--- src/rtl/cu_err_irq.sv ---
module cu_err_irq #(
  parameter int          AW        = 6,
  parameter logic [63:0] MODE_RSVD = 64'hFFFF_FFFF_FFFF_FF00
) (
  input  logic          clk,
  input  logic          rst_n,
  input  logic [AW-1:0] addr,
  input  logic          we,
  input  logic [63:0]   wdata,
  input  logic          re,
  output logic [63:0]   rdata,
  input  logic          busy,
  input  logic          size_ok,
  input  logic          icv_bad,
  input  logic          core_fault,
  output logic          irq
);
  localparam logic [AW-1:0] A_MODE = AW'(0),  A_KLEN = AW'(1),  A_DLEN = AW'(2);
  localparam logic [AW-1:0] A_IV0  = AW'(4),  A_IV1  = AW'(5);
  localparam logic [AW-1:0] A_KEY0 = AW'(8),  A_KEY3 = AW'(11);
  localparam logic [AW-1:0] A_STAT = AW'(16), A_MASK = AW'(17);

  localparam int B_MODE = 63 - 56, B_DLEN = 63 - 55, B_KLEN = 63 - 54;
  localparam int B_BUSYW = 63 - 53, B_EARLY = 63 - 52, B_CORE = 63 - 51;
  localparam int B_ICV = 63 - 49;
  localparam logic [63:0] FLD = (64'd1 << B_MODE) | (64'd1 << B_DLEN) |
    (64'd1 << B_KLEN) | (64'd1 << B_BUSYW) | (64'd1 << B_EARLY) |
    (64'd1 << B_CORE) | (64'd1 << B_ICV);

  logic [63:0] stat_q, mask_q, evt, clr, mask_nxt, stat_nxt;

  wire is_ctx = (addr == A_IV0) || (addr == A_IV1) ||
                (addr >= A_KEY0 && addr <= A_KEY3);
  wire is_cfg = is_ctx || addr == A_MODE || addr == A_KLEN || addr == A_DLEN;
  wire klen_ok = wdata == 64'd16 || wdata == 64'd24 || wdata == 64'd32;

  always_comb begin
    evt = '0;
    evt[B_MODE]  = we && addr == A_MODE && |(wdata & MODE_RSVD);
    evt[B_DLEN]  = we && addr == A_DLEN && !size_ok;
    evt[B_KLEN]  = we && addr == A_KLEN && !klen_ok;
    evt[B_BUSYW] = we && busy && is_cfg;
    evt[B_EARLY] = re && busy && is_ctx;
    evt[B_CORE]  = core_fault;
    evt[B_ICV]   = icv_bad;
  end

  assign mask_nxt = (we && addr == A_MASK) ? (wdata & FLD) : mask_q;
  assign clr      = (we && addr == A_STAT) ? (wdata & FLD) : '0;
  assign stat_nxt = ((stat_q & ~clr) | evt) & ~mask_nxt & FLD;

  always_ff @(posedge clk) begin
    if (!rst_n) begin
      stat_q <= '0;
      mask_q <= FLD;
    end else begin
      stat_q <= stat_nxt;
      mask_q <= mask_nxt;
    end
  end

  assign irq   = |stat_q;
  assign rdata = (addr == A_STAT) ? stat_q : (addr == A_MASK) ? mask_q : '0;

  assert_masked_zero_R2: assert property (@(posedge clk) disable iff (!rst_n)
    (stat_q & mask_q) == 64'd0);
  assert_klen_R3: assert property (@(posedge clk) disable iff (!rst_n)
    we && addr == A_KLEN && !klen_ok && !mask_q[B_KLEN] |=> stat_q[B_KLEN]);
  assert_early_R4: assert property (@(posedge clk) disable iff (!rst_n)
    re && busy && is_ctx && !mask_q[B_EARLY] |=> stat_q[B_EARLY]);
  assert_busyw_R5: assert property (@(posedge clk) disable iff (!rst_n)
    we && busy && is_cfg && !mask_q[B_BUSYW] |=> stat_q[B_BUSYW]);
  assert_sticky_R8: assert property (@(posedge clk) disable iff (!rst_n)
    !(we && (addr == A_STAT || addr == A_MASK)) |=>
      (stat_q & $past(stat_q)) == $past(stat_q));
  assert_irq_R9: assert property (@(posedge clk) disable iff (!rst_n)
    (evt & ~mask_q) != 64'd0 && !(we && addr == A_MASK) |=> irq);
  assert_rsvd_R10: assert property (@(posedge clk) disable iff (!rst_n)
    ((stat_q | mask_q) & ~FLD) == 64'd0);
endmodule

--- config.mk ---
export PLATFORM = sky130hd
export DESIGN_NAME = cu_err_irq
export DESIGN_NICKNAME = d
export VERILOG_FILES = /design/src/rtl/cu_err_irq.sv
export SDC_FILE = /design/constraint.sdc
export NUM_CORES = 1
export LEC_CHECK = 0
export BUFFER_PORTS_ARGS = -buffer_cell sky130_fd_sc_hd__buf_2
export CAP_MARGIN = 15
export CORE_ASPECT_RATIO = 1.75
export CORE_MARGIN = 2
export CORE_UTILIZATION = 38
export CTS_BUF_LIST = sky130_fd_sc_hd__clkbuf_4
export DETAILED_ROUTE_END_ITERATION = 7
export PLACE_DENSITY = 0.82
export REMOVE_ABC_BUFFERS = 1
export SYNTH_ARGS = -nofsm -noshare
export SYNTH_HDL_FRONTEND = slang
export SYNTH_SLANG_ARGS = --single-unit
--- constraint.sdc ---
create_clock -name clk -period 2 [get_ports clk]
set_clock_uncertainty 0.2 [all_clocks]
set_input_delay 0.4 -clock clk [delete_from_list [all_inputs] [get_ports clk]]
set_output_delay 0.4 -clock clk [all_outputs]
set_load 0.1 [all_outputs]
## After elaboration in Yosys (flattened, before gate mapping)

Index checks and enable logic that the tools add are counted.

| word-level totals | value |
|---|---|
| register bits after elaboration | 71 |
| bits of input ports | 78 |
| word-level logic and storage cells | 47 |

| operators by class | value |
|---|---|
| $lt $le $gt $ge | 2 |
| eq/ne operators | 9 |
| multiplexer cells | 4 |
| bitwise gates (word level) | 5 |
| reduce and logical (&&, ||, !) cells | 25 |

Operator list:

| cell | count |
|---|---|
| $mux 64 | 3 |
| $eq 64x5->1 const B | 2 |
| $eq 64x6->1 const B | 1 |
| $reduce_or 64->1 | 1 |
| $reduce_or 56->1 | 1 |
| $and 15x15->15 | 2 |
| $not 15->15 | 2 |
| $mux 15 | 1 |
| $or 15x15->15 | 1 |
| $logic_and 1x1->1 | 13 |
| $eq 6x3->1 const B | 2 |
| $eq 6x5->1 const B | 2 |
| $logic_or 1x1->1 | 7 |
| $eq 6x1->1 const B | 1 |
| $eq 6x2->1 const B | 1 |
| $ge 6x4->1 const B | 1 |
| $le 6x4->1 const B | 1 |
| $logic_not 6->1 | 1 |
| $logic_not 1->1 | 2 |

## Longest topological paths before layout

| depth | value |
|---|---|
| word-level depth | 9 |
| gate-level depth with buffers | 7 |
| mapped depth without buffers | 5 |

## Worst setup path before layout

OpenSTA, ideal clock, no wires.

| timing path | value |
|---|---|
| kind | in2out |
| start point | input addr[3] |
| end point | output rdata[10] |
| arrival time | 2.317 ns |
| required time | 1.400 ns |
| path slack | -0.917 ns |
| cell stages on the path | 3 |
| cell sequence | nor4_4 > nand2_1 > nor2_1 |

| between the ends | value |
|---|---|
| longest elaborated chain between the ends | 3 |

RTL lines:

| element | line | RTL |
|---|---|---|
| start: declaration | 7 | `input logic [AW-1:0] addr,` |
| $eq 6x5->1 | 63 | `assign rdata = (addr == A_STAT) ? stat_q : (addr == A_MASK) ? mask_q : '0;` |
| $mux 64 | 63 |  |
| $mux 64 (*) | 63 |  |
| end: declaration | 11 | `output logic [63:0] rdata,` |

Mark *: on every way between the ends. The rest lies on a longest branch, timed or not.

## Worst setup path after layout

| timing path | value |
|---|---|
| start point | input addr[5] |
| end point | output rdata[11] |

Same word-level chain as after synthesis.

==> results <==
- The run finished with clean final reports.
- Traced cell by cell, the critical path runs through buf_8, nor4_4, buf_4, nand2_8, nor2_4, buf_12.
- The arrival time at the worst endpoint is 1400 ps.
- During I/O placement, the number of pins put on the boundary was 143.
- The number of nets at the end of the flow is 372.
- The pin count of the biggest net entering global routing is 20.
- Summing every instance area after synthesis gives 1550 um2.
- Summed over all layers, the global routing overflow is 0.
- The number of input and output port buffers inserted is 93.
- The core region is 3900 um2.
- The average wire length per cell after detail routing is 13.1 um.
- The slowest stage of the critical path is the sky130_fd_sc_hd__nor4_4 cell.
- Hold is met by 94.5 ps.
- By area, the combinational part of the netlist is dominated by simple AND/OR/NAND/NOR gates.
- The register-to-register path setup slack is 810 ps.
- The terminating pin of the worst hold path is stat_q[14].
- The via count normalized by instance count is 4.74.
- TritonCTS built the clock tree.
- After synthesis, the share of flip-flops with an asynchronous set or reset is 0.
- The post-route DRC violation count is 0.
- Of the available clock period, the critical path in the final layout requires 0.998.
- The deepest level of the CTS H-tree is 1.
- Summed over all nets, the half-perimeter wirelength after detailed placement is 3.79 mm.
- The minimum period implied by the final worst setup slack is 2000 ps.
- The floorplan step defined a die boundary enclosing 4620 um2.
- Of the total synthesized cell area, the portion taken by AND, OR, NAND and NOR gates is 0.311.
- In this run the remaining antenna-violating nets after routing total 0.
- Setup repair after global routing could not meet its margin everywhere.
- The worst setup path category is input port to output port.
- The starting density of the core is 0.397.
- The largest single stage delay on the critical path is 280 ps.
- The Yosys step of the flow raised 0 warnings.
- Based on the critical path, the design can be clocked at up to 501 MHz.
- The top-area cell type share of the netlist area is 0.284.
- In this run the most critical hold path is launched from icv_bad.
- The total power per unit cell area is 526 nW/um2.
- The count of flip-flops with a built-in enable after synthesis is 0.
- The first routing iteration left 34 violations.
- The final antenna diode count is 0.
- The via count of the first global-routing pass is 1507.
- At the worst endpoint, the required time is 1400 ps.
- The initial antenna violation count is 0.
- Along the worst path, the maximum fanout reaches 8.
- Measured along the y axis, the die boundary spans 88.5 um.
- The sequential fraction of the synthesis area is 0.284.
- The first-pass GRT wire length is 6.74 mm.
- The cell accounting for the most synthesized area is sky130_fd_sc_hd__dfxtp_1.
- Of the total synthesized cell area, the portion taken by XOR and XNOR cells is 0.
- The share of cells above drive strength 1 is 0.433.
- A synthesized cell averages 8.11 um2.
- The multiplexer fraction of the synthesized cell area is 0.0905.
- The number of hold violations in the final report is 0.
- The worst hold path belongs to the class input port to flop.
- The worst hold path was traced through 3 stages.
- The clock latency on the worst-skew pair is 310 ps.
- The startpoint of the worst-slack reg-to-reg timing path is stat_q[9].
- The final design instance area without fill is 2330 um2.
- Setup violations remaining at the end of the flow were counted as 0.
- Clock tree synthesis found a total of 22 sinks.
- The instance area at placement is 2160 um2.
- The endpoint class of the critical path is an output port.
- The tool flagged a number of max-cap violations equal to 0.
- Measured along the x axis, the die boundary spans 52.3 um.
- In this run the critical register-to-register path is captured at stat_q[9].
- The congestion estimate from routability-driven global placement came to 0.823.
- The clock buffer count from CTS is 3.
- From synthesis to final layout, the design area changed by 50.6%.
- Of the total synthesized cell area, the portion taken by full adders, half adders and majority gates is 0.
- The length in cells of the worst reg-to-reg path is 3.
- The initialized floorplan defines 30 standard-cell rows.
- For this block, the routed nets add up to 4.48 mm of wire.
- The deepest clock path buffer count is 2.
- The count of distinct cell types in the synthesized netlist is 30.
- Synthesis inferred 22 register bits.
- After synthesis, the most frequently instantiated cells are sky130_fd_sc_hd__buf_4 (49), sky130_fd_sc_hd__dfxtp_1 (22), sky130_fd_sc_hd__nand2_1 (20).
- The final number of max-transition violations is 0.
- The complex-gate fraction of the synthesized area is 0.0493.
- The predominant post-synthesis flop cell is sky130_fd_sc_hd__dfxtp_1.
- Sorting the synthesized cells by area gives the leading types as sky130_fd_sc_hd__dfxtp_1 (28%), sky130_fd_sc_hd__buf_4 (24%), sky130_fd_sc_hd__mux2i_1 (9.0%), sky130_fd_sc_hd__and3_1 (6.9%), sky130_fd_sc_hd__nor4_1 (6.5%).
- The static leakage is 1.15 nW.
- The number of hold buffers added after cts is 0.
- The overall routing resource usage is 0.197.
- CTS placed an instance of sky130_fd_sc_hd__clkbuf_4 at the clock tree root.
- The worst setup path is launched from an input port.
- The clock transition at the registers of the reported paths is 130 ps.
- Synthesis produced a netlist whose cell count is 191.
- The total vias in the final route is 1616.
- Among all cell types in the netlist, the one instantiated most often is sky130_fd_sc_hd__buf_4.
- Across the VDD grid, the largest voltage drop is 409 uV.
- The number of optimization iterations in the first detailed-route pass is 4.
worst max-delay path, delay by kind of cell:
family / cells / cell delay, ps
simple gates: 3 / 530
buf+inv: 3 / 470
metal layers:
metal  up-vias  track usage  part of all wire
met5         -            0                 0
met1       723        0.202              0.33
met3         6       0.0236             0.093
li1        781            -                 -
met2       106        0.400              0.57
met4         0       0.0513             0.015
registers in the layout, indices dropped and copies added (netlist names):
signal / flops
stat_q: 7
mask_q: 15
what timing repair did:
item	4_1_cts	5_1_grt
buffers inserted	1	0
pin swaps	10	13
cloned	0	0
gates resized for setup	24	14
setup endpoints to repair	15	16
where the power goes:
part | internal [mW] | switching (mW)
clock network | 0.0728 | 0.138
logic | 0.0926 | 0.485
registers | 0.439 | 0.000361
total | 0.604 | 0.623
final cells by class:
| class | count | area, um2 |
|---|---|---|
| clock buffers | 3 | 22.5 |
| clock inverters | 1 | 3.75 |
| fillers | 354 | 1570 |
| inverters | 2 | 7.51 |
| multi-input cells | 161 | 1000 |
| flip-flops and latches | 22 | 440 |
| well taps | 48 | 60.1 |
| repair buffers | 104 | 798 |
worst max path at each step:
| stage | from | to | slack (ps) | cells past startpoint |
|---|---|---|---|---|
| after floorplan | addr[3] | rdata[10] | -920 | 3 |
| after global placement | addr[3] | rdata[11] | -160 | 5 |
| after detailed placement | addr[2] | rdata[7] | -200 | 5 |
| after CTS | addr[3] | rdata[2] | -60 | 6 |
| after global routing | addr[5] | rdata[1] | -70 | 5 |
| final | addr[5] | rdata[11] | 3 | 6 |
cell families (layout without fill, tap and decap cells):
logic type,after synthesis,after routing
AOI/OAI and AO/OA,13,13
buffers and inverters,56,110
DFF,22,22
muxes,14,14
other,1,49
and+or+nand+nor,85,85
layout by cell type (no fill, tap or decap), drive strengths merged:
| cell type | Yosys | final |
|---|---|---|
| and2b | 1 | 1 |
| nor4 | 17 | 17 |
| nand2 | 20 | 20 |
| or4 | 1 | 1 |
| nor3 | 2 | 2 |
| dfxtp | 22 | 22 |
| mux2i | 14 | 14 |
| or3 | 1 | 1 |
| nor3b | 3 | 3 |
| clkbuf | 3 | 4 |
| nor2b | 2 | 2 |
| a311o | 1 | 1 |
| clkinv | 0 | 1 |
| nand4 | 6 | 6 |
| o2111ai | 1 | 1 |
| a31oi | 1 | 1 |
| a21oi | 8 | 8 |
| and2 | 1 | 1 |
| conb | 1 | 49 |
| and3 | 17 | 17 |
| buf | 51 | 103 |
| o22ai | 1 | 1 |
| o21ai | 1 | 1 |
| inv | 2 | 2 |
| nand3 | 1 | 1 |
| nor2 | 13 | 13 |
through the flow:
step / util / power [mW] / instances / setup slack (ps) / TNS [ps]
2_1_floorplan: - / 0.887 / 185 / -917 / -10330
3_3_place_gp: 0.554 / 1.01 / 337 / -164 / -1900
3_5_place_dp: 0.554 / 1.01 / 337 / -197 / -2620
4_1_cts: 0.584 / 1.22 / 342 / -59.9 / -686
5_1_grt: 0.597 / 1.28 / 341 / -72.2 / -1000
6_report: 0.597 / 1.23 / 341 / 3.31 / 0
Power figures use the tool's default switching activity.
